[src/rtl/rmap_pkg.sv]
package rmap_pkg;
  parameter int unsigned RMAP_ARCH_W   = 6;
  parameter int unsigned RMAP_NUM_PHYS = 16;
  parameter int unsigned RMAP_NUM_CKPT = 4;
endpackage

[src/rtl/rmap_lookup.sv]
module rmap_lookup #(
  parameter int unsigned NP = rmap_pkg::RMAP_NUM_PHYS,
  parameter int unsigned AW = rmap_pkg::RMAP_ARCH_W,
  localparam int unsigned PW = (NP > 1) ? $clog2(NP) : 1
) (
  input  logic            clk,
  input  logic            rst_n,
  input  logic [NP-1:0]    ent_v,
  input  logic [NP*AW-1:0] ent_a,
  input  logic [AW-1:0]    q_arch,
  output logic            hit,
  output logic [PW-1:0]    ptag
);
  logic [NP-1:0] match;

  for (genvar g = 0; g < NP; g++) begin : g_cmp
    assign match[g] = ent_v[g] && (ent_a[g*AW +: AW] == q_arch);
  end

  // single match expected, so an OR of indices is the encoder
  always_comb begin
    ptag = '0;
    for (int i = 0; i < NP; i++) begin
      if (match[i]) ptag = ptag | PW'(i);
    end
  end

  assign hit = |match;

  // the table never holds one architectural number twice
  p_one_match_r3: assert property (@(posedge clk) disable iff (!rst_n)
    $onehot0(match));
endmodule

[src/rtl/rmap_ckpt_bank.sv]
module rmap_ckpt_bank #(
  parameter int unsigned NP = rmap_pkg::RMAP_NUM_PHYS,
  parameter int unsigned AW = rmap_pkg::RMAP_ARCH_W,
  parameter int unsigned NC = rmap_pkg::RMAP_NUM_CKPT,
  localparam int unsigned CW = (NC > 1) ? $clog2(NC) : 1,
  localparam int unsigned NW = $clog2(NC + 1)
) (
  input  logic             clk,
  input  logic             rst_n,
  input  logic             save_req,
  input  logic             restore_req,
  input  logic [CW-1:0]     restore_idx,
  input  logic [NP-1:0]     cur_v,
  input  logic [NP*AW-1:0]  cur_a,
  output logic [CW-1:0]     save_idx,
  output logic             full,
  output logic             restore_ok,
  output logic [NP-1:0]     rest_v,
  output logic [NP*AW-1:0]  rest_a
);
  logic [NW-1:0]    used;
  logic [NP-1:0]    slot_v [NC];
  logic [NP*AW-1:0] slot_a [NC];
  logic             save_ok;

  assign full       = (used == NW'(NC));
  assign save_idx   = used[CW-1:0];
  assign restore_ok = restore_req && (NW'(restore_idx) < used);
  assign save_ok    = save_req && !restore_req && !full;
  assign rest_v     = slot_v[restore_idx];
  assign rest_a     = slot_a[restore_idx];

  always_ff @(posedge clk) begin
    if (!rst_n)          used <= '0;
    else if (restore_ok) used <= NW'(restore_idx);
    else if (save_ok)    used <= used + NW'(1);
  end

  always_ff @(posedge clk) begin
    for (int s = 0; s < NC; s++) begin
      if (save_ok && (used == NW'(s))) begin
        slot_v[s] <= cur_v;
        slot_a[s] <= cur_a;
      end
    end
  end

  p_used_bound_r7: assert property (@(posedge clk) disable iff (!rst_n)
    used <= NW'(NC));
  p_full_refuse_r7: assert property (@(posedge clk) disable iff (!rst_n)
    (save_req && full && !restore_req) |=> (used == $past(used)));
  p_restore_frees_r9: assert property (@(posedge clk) disable iff (!rst_n)
    restore_ok |=> (used == NW'($past(restore_idx))));
  p_save_grows_r6: assert property (@(posedge clk) disable iff (!rst_n)
    (save_req && !restore_req && !full) |=> (used == $past(used) + NW'(1)));
endmodule

[src/rtl/rename_map_ckpt.sv]
module rename_map_ckpt #(
  parameter int unsigned NUM_PHYS = rmap_pkg::RMAP_NUM_PHYS,
  parameter int unsigned ARCH_W   = rmap_pkg::RMAP_ARCH_W,
  parameter int unsigned NUM_CKPT = rmap_pkg::RMAP_NUM_CKPT,
  localparam int unsigned PW = (NUM_PHYS > 1) ? $clog2(NUM_PHYS) : 1,
  localparam int unsigned CW = (NUM_CKPT > 1) ? $clog2(NUM_CKPT) : 1
) (
  input  logic              clk,
  input  logic              rst_n,
  input  logic              ren_valid,
  output logic              ren_ready,
  input  logic [ARCH_W-1:0] ren_arch,
  input  logic [PW-1:0]     ren_ptag,
  input  logic [ARCH_W-1:0] lk0_arch,
  output logic              lk0_hit,
  output logic [PW-1:0]     lk0_ptag,
  input  logic [ARCH_W-1:0] lk1_arch,
  output logic              lk1_hit,
  output logic [PW-1:0]     lk1_ptag,
  input  logic              ckpt_save,
  output logic [CW-1:0]     ckpt_save_idx,
  input  logic              ckpt_restore,
  input  logic [CW-1:0]     ckpt_restore_idx,
  output logic              ckpt_full
);
  localparam int unsigned AW = ARCH_W;
  localparam int unsigned NP = NUM_PHYS;

  logic [NP-1:0]    ent_v;
  logic [NP*AW-1:0] ent_a;
  logic [NP-1:0]    old_hit;
  logic [NP-1:0]    new_bit;
  logic             ren_fire;
  logic             restore_ok;
  logic [NP-1:0]    rest_v;
  logic [NP*AW-1:0] rest_a;

  assign ren_ready = !ckpt_restore;
  assign ren_fire  = ren_valid && ren_ready;

  for (genvar g = 0; g < NP; g++) begin : g_ent
    assign old_hit[g] = ent_v[g] && (ent_a[g*AW +: AW] == ren_arch);
    assign new_bit[g] = (ren_ptag == PW'(g));
  end

  always_ff @(posedge clk) begin
    if (!rst_n) begin
      ent_v <= '0;
    end else if (restore_ok) begin
      ent_v <= rest_v;
    end else if (ren_fire) begin
      ent_v <= (ent_v & ~old_hit) | new_bit;
    end
  end

  always_ff @(posedge clk) begin
    if (!rst_n) begin
      ent_a <= '0;
    end else if (restore_ok) begin
      ent_a <= rest_a;
    end else if (ren_fire) begin
      for (int i = 0; i < NP; i++) begin
        if (new_bit[i]) ent_a[i*AW +: AW] <= ren_arch;
      end
    end
  end

  rmap_lookup #(.NP(NP), .AW(AW)) u_lk0 (
    .clk(clk), .rst_n(rst_n), .ent_v(ent_v), .ent_a(ent_a),
    .q_arch(lk0_arch), .hit(lk0_hit), .ptag(lk0_ptag)
  );

  rmap_lookup #(.NP(NP), .AW(AW)) u_lk1 (
    .clk(clk), .rst_n(rst_n), .ent_v(ent_v), .ent_a(ent_a),
    .q_arch(lk1_arch), .hit(lk1_hit), .ptag(lk1_ptag)
  );

  rmap_ckpt_bank #(.NP(NP), .AW(AW), .NC(NUM_CKPT)) u_bank (
    .clk(clk), .rst_n(rst_n),
    .save_req(ckpt_save), .restore_req(ckpt_restore),
    .restore_idx(ckpt_restore_idx),
    .cur_v(ent_v), .cur_a(ent_a),
    .save_idx(ckpt_save_idx), .full(ckpt_full),
    .restore_ok(restore_ok), .rest_v(rest_v), .rest_a(rest_a)
  );

  p_rename_lands_r2: assert property (@(posedge clk) disable iff (!rst_n)
    (ren_fire && !restore_ok) |=>
      (ent_v[$past(ren_ptag)] && (ent_a[$past(ren_ptag)*AW +: AW] == $past(ren_arch))));
  p_restore_copy_r8: assert property (@(posedge clk) disable iff (!rst_n)
    restore_ok |=> (ent_v == $past(rest_v)));
  p_restore_blocks_r10: assert property (@(posedge clk) disable iff (!rst_n)
    (ckpt_restore && ren_valid && !restore_ok) |=> $stable(ent_v));
endmodule

[config.mk]
export PLATFORM = sky130hd
export DESIGN_NAME = rename_map_ckpt
export DESIGN_NICKNAME = d
export VERILOG_FILES = /design/src/rtl/rmap_pkg.sv /design/src/rtl/rmap_lookup.sv /design/src/rtl/rmap_ckpt_bank.sv /design/src/rtl/rename_map_ckpt.sv
export SDC_FILE = /design/constraint.sdc
export NUM_CORES = 1
export LEC_CHECK = 0
export CAP_MARGIN = 20
export CORE_ASPECT_RATIO = 1.5
export CORE_MARGIN = 2
export CORE_UTILIZATION = 56
export CTS_CLUSTER_SIZE = 20
export DETAILED_ROUTE_END_ITERATION = 10
export PLACE_DENSITY = 0.76
export RECOVER_POWER = 50
export SLEW_MARGIN = 20
export SYNTH_ARGS = -nofsm -noshare
export SYNTH_HDL_FRONTEND = slang
export SYNTH_SLANG_ARGS = --single-unit
export TNS_END_PERCENT = 10
[constraint.sdc]
create_clock -name clk -period 4.2 [get_ports clk]
set_input_delay 0.42 -clock clk [delete_from_list [all_inputs] [get_ports clk]]
set_output_delay 0.42 -clock clk [all_outputs]
set_load 0.1 [all_outputs]
==> flow_summary.html <==
<table>
<tr><th>Metric</th><th>Value</th></tr>
<tr><th colspan="2">Critical path</th></tr>
<tr><td>Critical path depth</td><td>8</td></tr>
<tr><td>CP dominant cell by count</td><td>nor4_1</td></tr>
<tr><td>R2R Path Start</td><td>u_bank.used[1]</td></tr>
<tr><td>Cell type of the slowest stage on the worst timing path</td><td>clkdlybuf4s50_1</td></tr>
<tr><td>Data required time of the worst path</td><td>3.78 ns</td></tr>
<tr><td>Cells along the critical path</td><td>clkdlybuf4s50_1, buf_4, xnor2_1, nand4_1, nor4_1, nor4_1, nand4b_1, buf_12</td></tr>
<tr><td>Worst-path fanout max</td><td>9</td></tr>
<tr><td>Signal arrival time at the worst endpoint</td><td>3.15 ns</td></tr>
<tr><td>Category of cells accounting for the largest share of critical-path delay</td><td>buffers and inverters</td></tr>
<tr><td>FF-to-FF End</td><td>ent_a[78]</td></tr>
<tr><td>Worst Reg-to-Reg Cells</td><td>8</td></tr>
<tr><td>Endpoint of the most critical setup path</td><td>lk1_hit</td></tr>
<tr><td>Type of the worst setup path</td><td>in2out</td></tr>
<tr><td>Critical path startpoint category</td><td>input pin</td></tr>
<tr><td>Largest stage delay on the critical path</td><td>0.84 ns</td></tr>
<tr><td>Nature of the critical path endpoint</td><td>output pin</td></tr>
<tr><td>Register-to-register setup slack</td><td>0.86 ns</td></tr>
<tr><td>Critical Path Source</td><td>lk1_arch[2]</td></tr>
<tr><td>Number of buffer and inverter stages on the critical path</td><td>3</td></tr>
<tr><th colspan="2">Floorplan</th></tr>
<tr><td>Row count</td><td>94</td></tr>
<tr><td>Die area</td><td>0.0458 mm^2</td></tr>
<tr><td>Chip Width</td><td>175 um</td></tr>
<tr><td>Num ports</td><td>43</td></tr>
<tr><td>Initial Utilization</td><td>0.565</td></tr>
<tr><td>Placeable core region</td><td>0.0436 mm^2</td></tr>
<tr><td>Vertical extent of the die</td><td>261 um</td></tr>
<tr><th colspan="2">Logic synthesis</th></tr>
<tr><td>Dominant combinational cell family by area after synthesis</td><td>XOR/XNOR gates</td></tr>
<tr><td>Adder and majority cell fraction of the synthesized area</td><td>0.00304</td></tr>
<tr><td>Synthesized-area fraction occupied by and/or/nand/nor cells</td><td>0.0517</td></tr>
<tr><td>Synth Area in Compound Gates</td><td>0.0701</td></tr>
<tr><td>Post-Synthesis Cell Area</td><td>0.0247 mm^2</td></tr>
<tr><td>Multiplexer fraction of the synthesized cell area</td><td>0.102</td></tr>
<tr><td>Number of standard cells after synthesis</td><td>1620</td></tr>
<tr><td>Number of enable-type register cells in the synthesized netlist</td><td>448</td></tr>
<tr><td>Primary FF master, synth</td><td>edfxtp_1</td></tr>
<tr><td>Post-synthesis sequential element count</td><td>563</td></tr>
<tr><td>Mean Syn Cell Area</td><td>15.2 um^2</td></tr>
<tr><td>Post-synthesis sequential area ratio</td><td>0.639</td></tr>
<tr><td>Post-synth ARST share</td><td>0</td></tr>
<tr><td>Cell variety after synth</td><td>49</td></tr>
<tr><td>Xor-xnor portion of the synthesized cell area</td><td>0.103</td></tr>
<tr><td>Net count after synthesis</td><td>1655</td></tr>
<tr><td>Ys Warns</td><td>0</td></tr>
<tr><th colspan="2">Timing</th></tr>
<tr><td>Shortest clock period the worst path allows after layout</td><td>3.57 ns</td></tr>
<tr><td>Max Clk Rate</td><td>280 MHz</td></tr>
<tr><td>Sum of negative setup slack</td><td>0 ns</td></tr>
<tr><td>Count of final setup violators</td><td>0</td></tr>
<tr><td>Unrepaired setup endpoints after global routing</td><td>no</td></tr>
<tr><td>Smallest hold slack</td><td>0.571 ns</td></tr>
<tr><td>Final hold violation count</td><td>0</td></tr>
<tr><td>Slew headroom</td><td>-0.463</td></tr>
<tr><td>Number of pins exceeding their max-slew limit in the final report</td><td>92</td></tr>
<tr><td>Final clock period utilization by the worst path</td><td>0.849</td></tr>
<tr><td>Slew at the pin closest to its max-slew limit</td><td>2.20 ns</td></tr>
<tr><td>Clock tree skew after final layout</td><td>0.0275 ns</td></tr>
<tr><th colspan="2">Drt</th></tr>
<tr><td>Drt pass-1 iters</td><td>5</td></tr>
<tr><td>Total number of vias</td><td>14600</td></tr>
<tr><td>Total DRC errors in the routed layout</td><td>0</td></tr>
<tr><td>Final Routed Wirelength</td><td>61200 um</td></tr>
<tr><td>Final ANT Viol Nets</td><td>0</td></tr>
<tr><td>Via count normalized by instance count</td><td>6.47</td></tr>
<tr><td>DR WL/cell</td><td>27.1 um</td></tr>
<tr><td>Iteration-0 DRC count of the detailed router</td><td>1534</td></tr>
<tr><th colspan="2">CTS</th></tr>
<tr><td>Root Buffer</td><td>clkbuf_16</td></tr>
<tr><td>CTS H-tree lvls</td><td>2</td></tr>
<tr><td>Number of clock sinks</td><td>563</td></tr>
<tr><td>Clock slew at reported path FFs</td><td>0.07 ns</td></tr>
<tr><td>Number of buffers inserted to repair setup after CTS</td><td>0</td></tr>
<tr><td>Number of buffers added to fix hold violations after cts</td><td>0</td></tr>
<tr><td>Number of buffers added by the clock tree synthesis step</td><td>48</td></tr>
<tr><td>Maximum number of buffers from clock root to sink</td><td>3</td></tr>
<tr><td>Clock latency on the worst-skew pair</td><td>0.59 ns</td></tr>
<tr><td>TritonCTS clock tree</td><td>built</td></tr>
<tr><td>Resize count post-CTS</td><td>0</td></tr>
<tr><th colspan="2">Outcome</th></tr>
<tr><td>Failing checks</td><td>capacitance limit, slew limit</td></tr>
<tr><td>Status</td><td>finished, violations left</td></tr>
<tr><th colspan="2">Pwr</th></tr>
<tr><td>Overall power</td><td>0.0125 W</td></tr>
<tr><td>Pwr per Cell Area</td><td>461 mW/mm^2</td></tr>
<tr><td>IR Drop Worst-Case VDD</td><td>0.408 mV</td></tr>
<tr><td>Leak Pwr</td><td>9.12 nW</td></tr>
<tr><th colspan="2">Global route</th></tr>
<tr><td>Antenna violations before repair</td><td>2</td></tr>
<tr><td>First-pass GRT wire length</td><td>91800 um</td></tr>
<tr><td>Via count of the first global-routing pass</td><td>14900</td></tr>
<tr><td>Global routing usage summed across all routing layers</td><td>0.270</td></tr>
<tr><td>GR Overflow Total</td><td>0</td></tr>
<tr><td>Maximum number of pins on one net before global-route repair</td><td>114</td></tr>
<tr><th colspan="2">Finish</th></tr>
<tr><td>Layout Area Growth over Synthesis</td><td>10.1%</td></tr>
<tr><td>Most frequent cells in the layout</td><td>edfxtp_1 (448), xnor2_1 (145), xor2_1 (144)</td></tr>
<tr><td>Register Area</td><td>0.0158 mm^2</td></tr>
<tr><td>Area used by multi-input combinational logic</td><td>0.00816 mm^2</td></tr>
<tr><td>Most common library cell in the layout ignoring fill and taps</td><td>edfxtp_1</td></tr>
<tr><td>Final net count</td><td>1678</td></tr>
<tr><td>Non-filler instance count after layout</td><td>2260</td></tr>
<tr><td>Share of final-layout standard cells stronger than drive strength 1</td><td>0.162</td></tr>
<tr><td>Filler cell count in the final layout</td><td>3062</td></tr>
<tr><th colspan="2">Run</th></tr>
<tr><td>Count of max-cap constraint violations</td><td>2</td></tr>
<tr><th colspan="2">Placed design</th></tr>
<tr><td>Port Buf Inserts</td><td>42</td></tr>
<tr><td>DP Wirelength</td><td>37500 um</td></tr>
<tr><td>Final GP Congestion</td><td>0.972</td></tr>
<tr><td>Placed Instances</td><td>2169</td></tr>
<tr><th colspan="2">Hold path</th></tr>
<tr><td>Type of the tightest min-delay check</td><td>reg2reg</td></tr>
</table>
-- how the worst min path moves through the flow --
stage / start / endpoint / cells after the start
after floorplan: ent_v[0] / ent_v[0] / 2
after global routing: ent_v[1] / u_bank.slot_v[0][1] / 0
after detailed placement: ent_v[15] / u_bank.slot_v[3][15] / 0
final: ent_v[15] / u_bank.slot_v[0][15] / 0
after CTS: ent_v[15] / u_bank.slot_v[0][15] / 0
after global placement: ent_v[0] / ent_v[0] / 2
-- cells by family after synthesis --
family / count (synthesis)
xor gates and xnor gates: 289
AOI/OAI and AO/OA: 279
adders and majority gates: 6
muxes: 112
buffers and inverters: 120
and+or+nand+nor: 251
DFF: 563
-- cells in the mapped netlist, types with 2 or more instances --
| library cell | number | share of area |
|---|---|---|
| o21ai_2 | 14 | 0.0050 |
| nand4_1 | 42 | 0.011 |
| xnor2_1 | 145 | 0.051 |
| nand2b_1 | 3 | 0.00076 |
| a31oi_1 | 105 | 0.027 |
| o31ai_1 | 6 | 0.0018 |
| nor4_1 | 41 | 0.010 |
| o21ai_1 | 25 | 0.0051 |
| nor2b_1 | 2 | 0.00051 |
| clkbuf_1 | 20 | 0.0030 |
| nor3_1 | 3 | 0.00061 |
| buf_2 | 44 | 0.0089 |
| nand3b_1 | 2 | 0.00061 |
| xor2_1 | 144 | 0.051 |
| nand2_4 | 4 | 0.0018 |
| buf_6 | 23 | 0.010 |
| a21boi_1 | 9 | 0.0027 |
| o21a_1 | 13 | 0.0040 |
| o21ai_4 | 3 | 0.0020 |
| nand2_1 | 104 | 0.016 |
| o21ai_0 | 91 | 0.018 |
| ha_1 | 6 | 0.0030 |
| mux4_2 | 112 | 0.10 |
| o2bb2ai_1 | 6 | 0.0021 |
| and2_1 | 5 | 0.0013 |
| nor2_1 | 29 | 0.0044 |
| buf_4 | 28 | 0.0085 |
| dfxtp_1 | 115 | 0.093 |
| or4_1 | 2 | 0.00061 |
| nand3_1 | 5 | 0.0010 |
| edfxtp_1 | 448 | 0.55 |
| inv_1 | 4 | 0.00061 |
-- layer usage --
layer | part of all wire | track usage | routed length (um)
met5 | 0.00021 | 0 | 13
met4 | 0.059 | 0.151 | 3610
met3 | 0.065 | 0.0301 | 3970
met2 | 0.50 | 0.453 | 30400
met1 | 0.38 | 0.345 | 23200
-- power by group --
part	switching [W]	internal (W)
clock network	0.00195	0.00247
registers	0.000392	0.00636
logic	0.000794	0.000557
-- sequential cells by signal (all words and copies together), names as in the netlist --
name	cells
u_bank.slot_v	64
ent_a	96
ent_v	16
u_bank.used	3
u_bank.slot_a	384
-- cell type report --
class | instances | area share
Timing Repair Buffer | 89 | 0.0346
Tap cell | 576 | 0.0265
Multi-Input combinational cell | 937 | 0.300
Clock inverter | 22 | 0.00728
Clock buffer | 68 | 0.0504
Inverter | 4 | 0.000553
Antenna cell | 1 | 0.0000921
Sequential cell | 563 | 0.580
-- worst reg2reg max path: cells and delay by family (launching register included) --
kind | cells | cell delay (ns)
adder cells (fa/ha/maj) | 1 | 0.31
buffers and inverters | 2 | 1.30
flip-flops | 1 | 0.37
AO/OA/AOI/OAI | 5 | 1.22
-- per-stage QoR --
step	utilization	worst slack, ns	cell area (um^2)
floorplan	-	-0.280	24700
finish	0.622	0.634	27200
detailed placement	0.587	0.704	25600
global route	0.622	0.604	27200
global placement	0.587	0.678	25600
CTS	0.623	0.705	27200
Power figures use the tool's default switching activity.
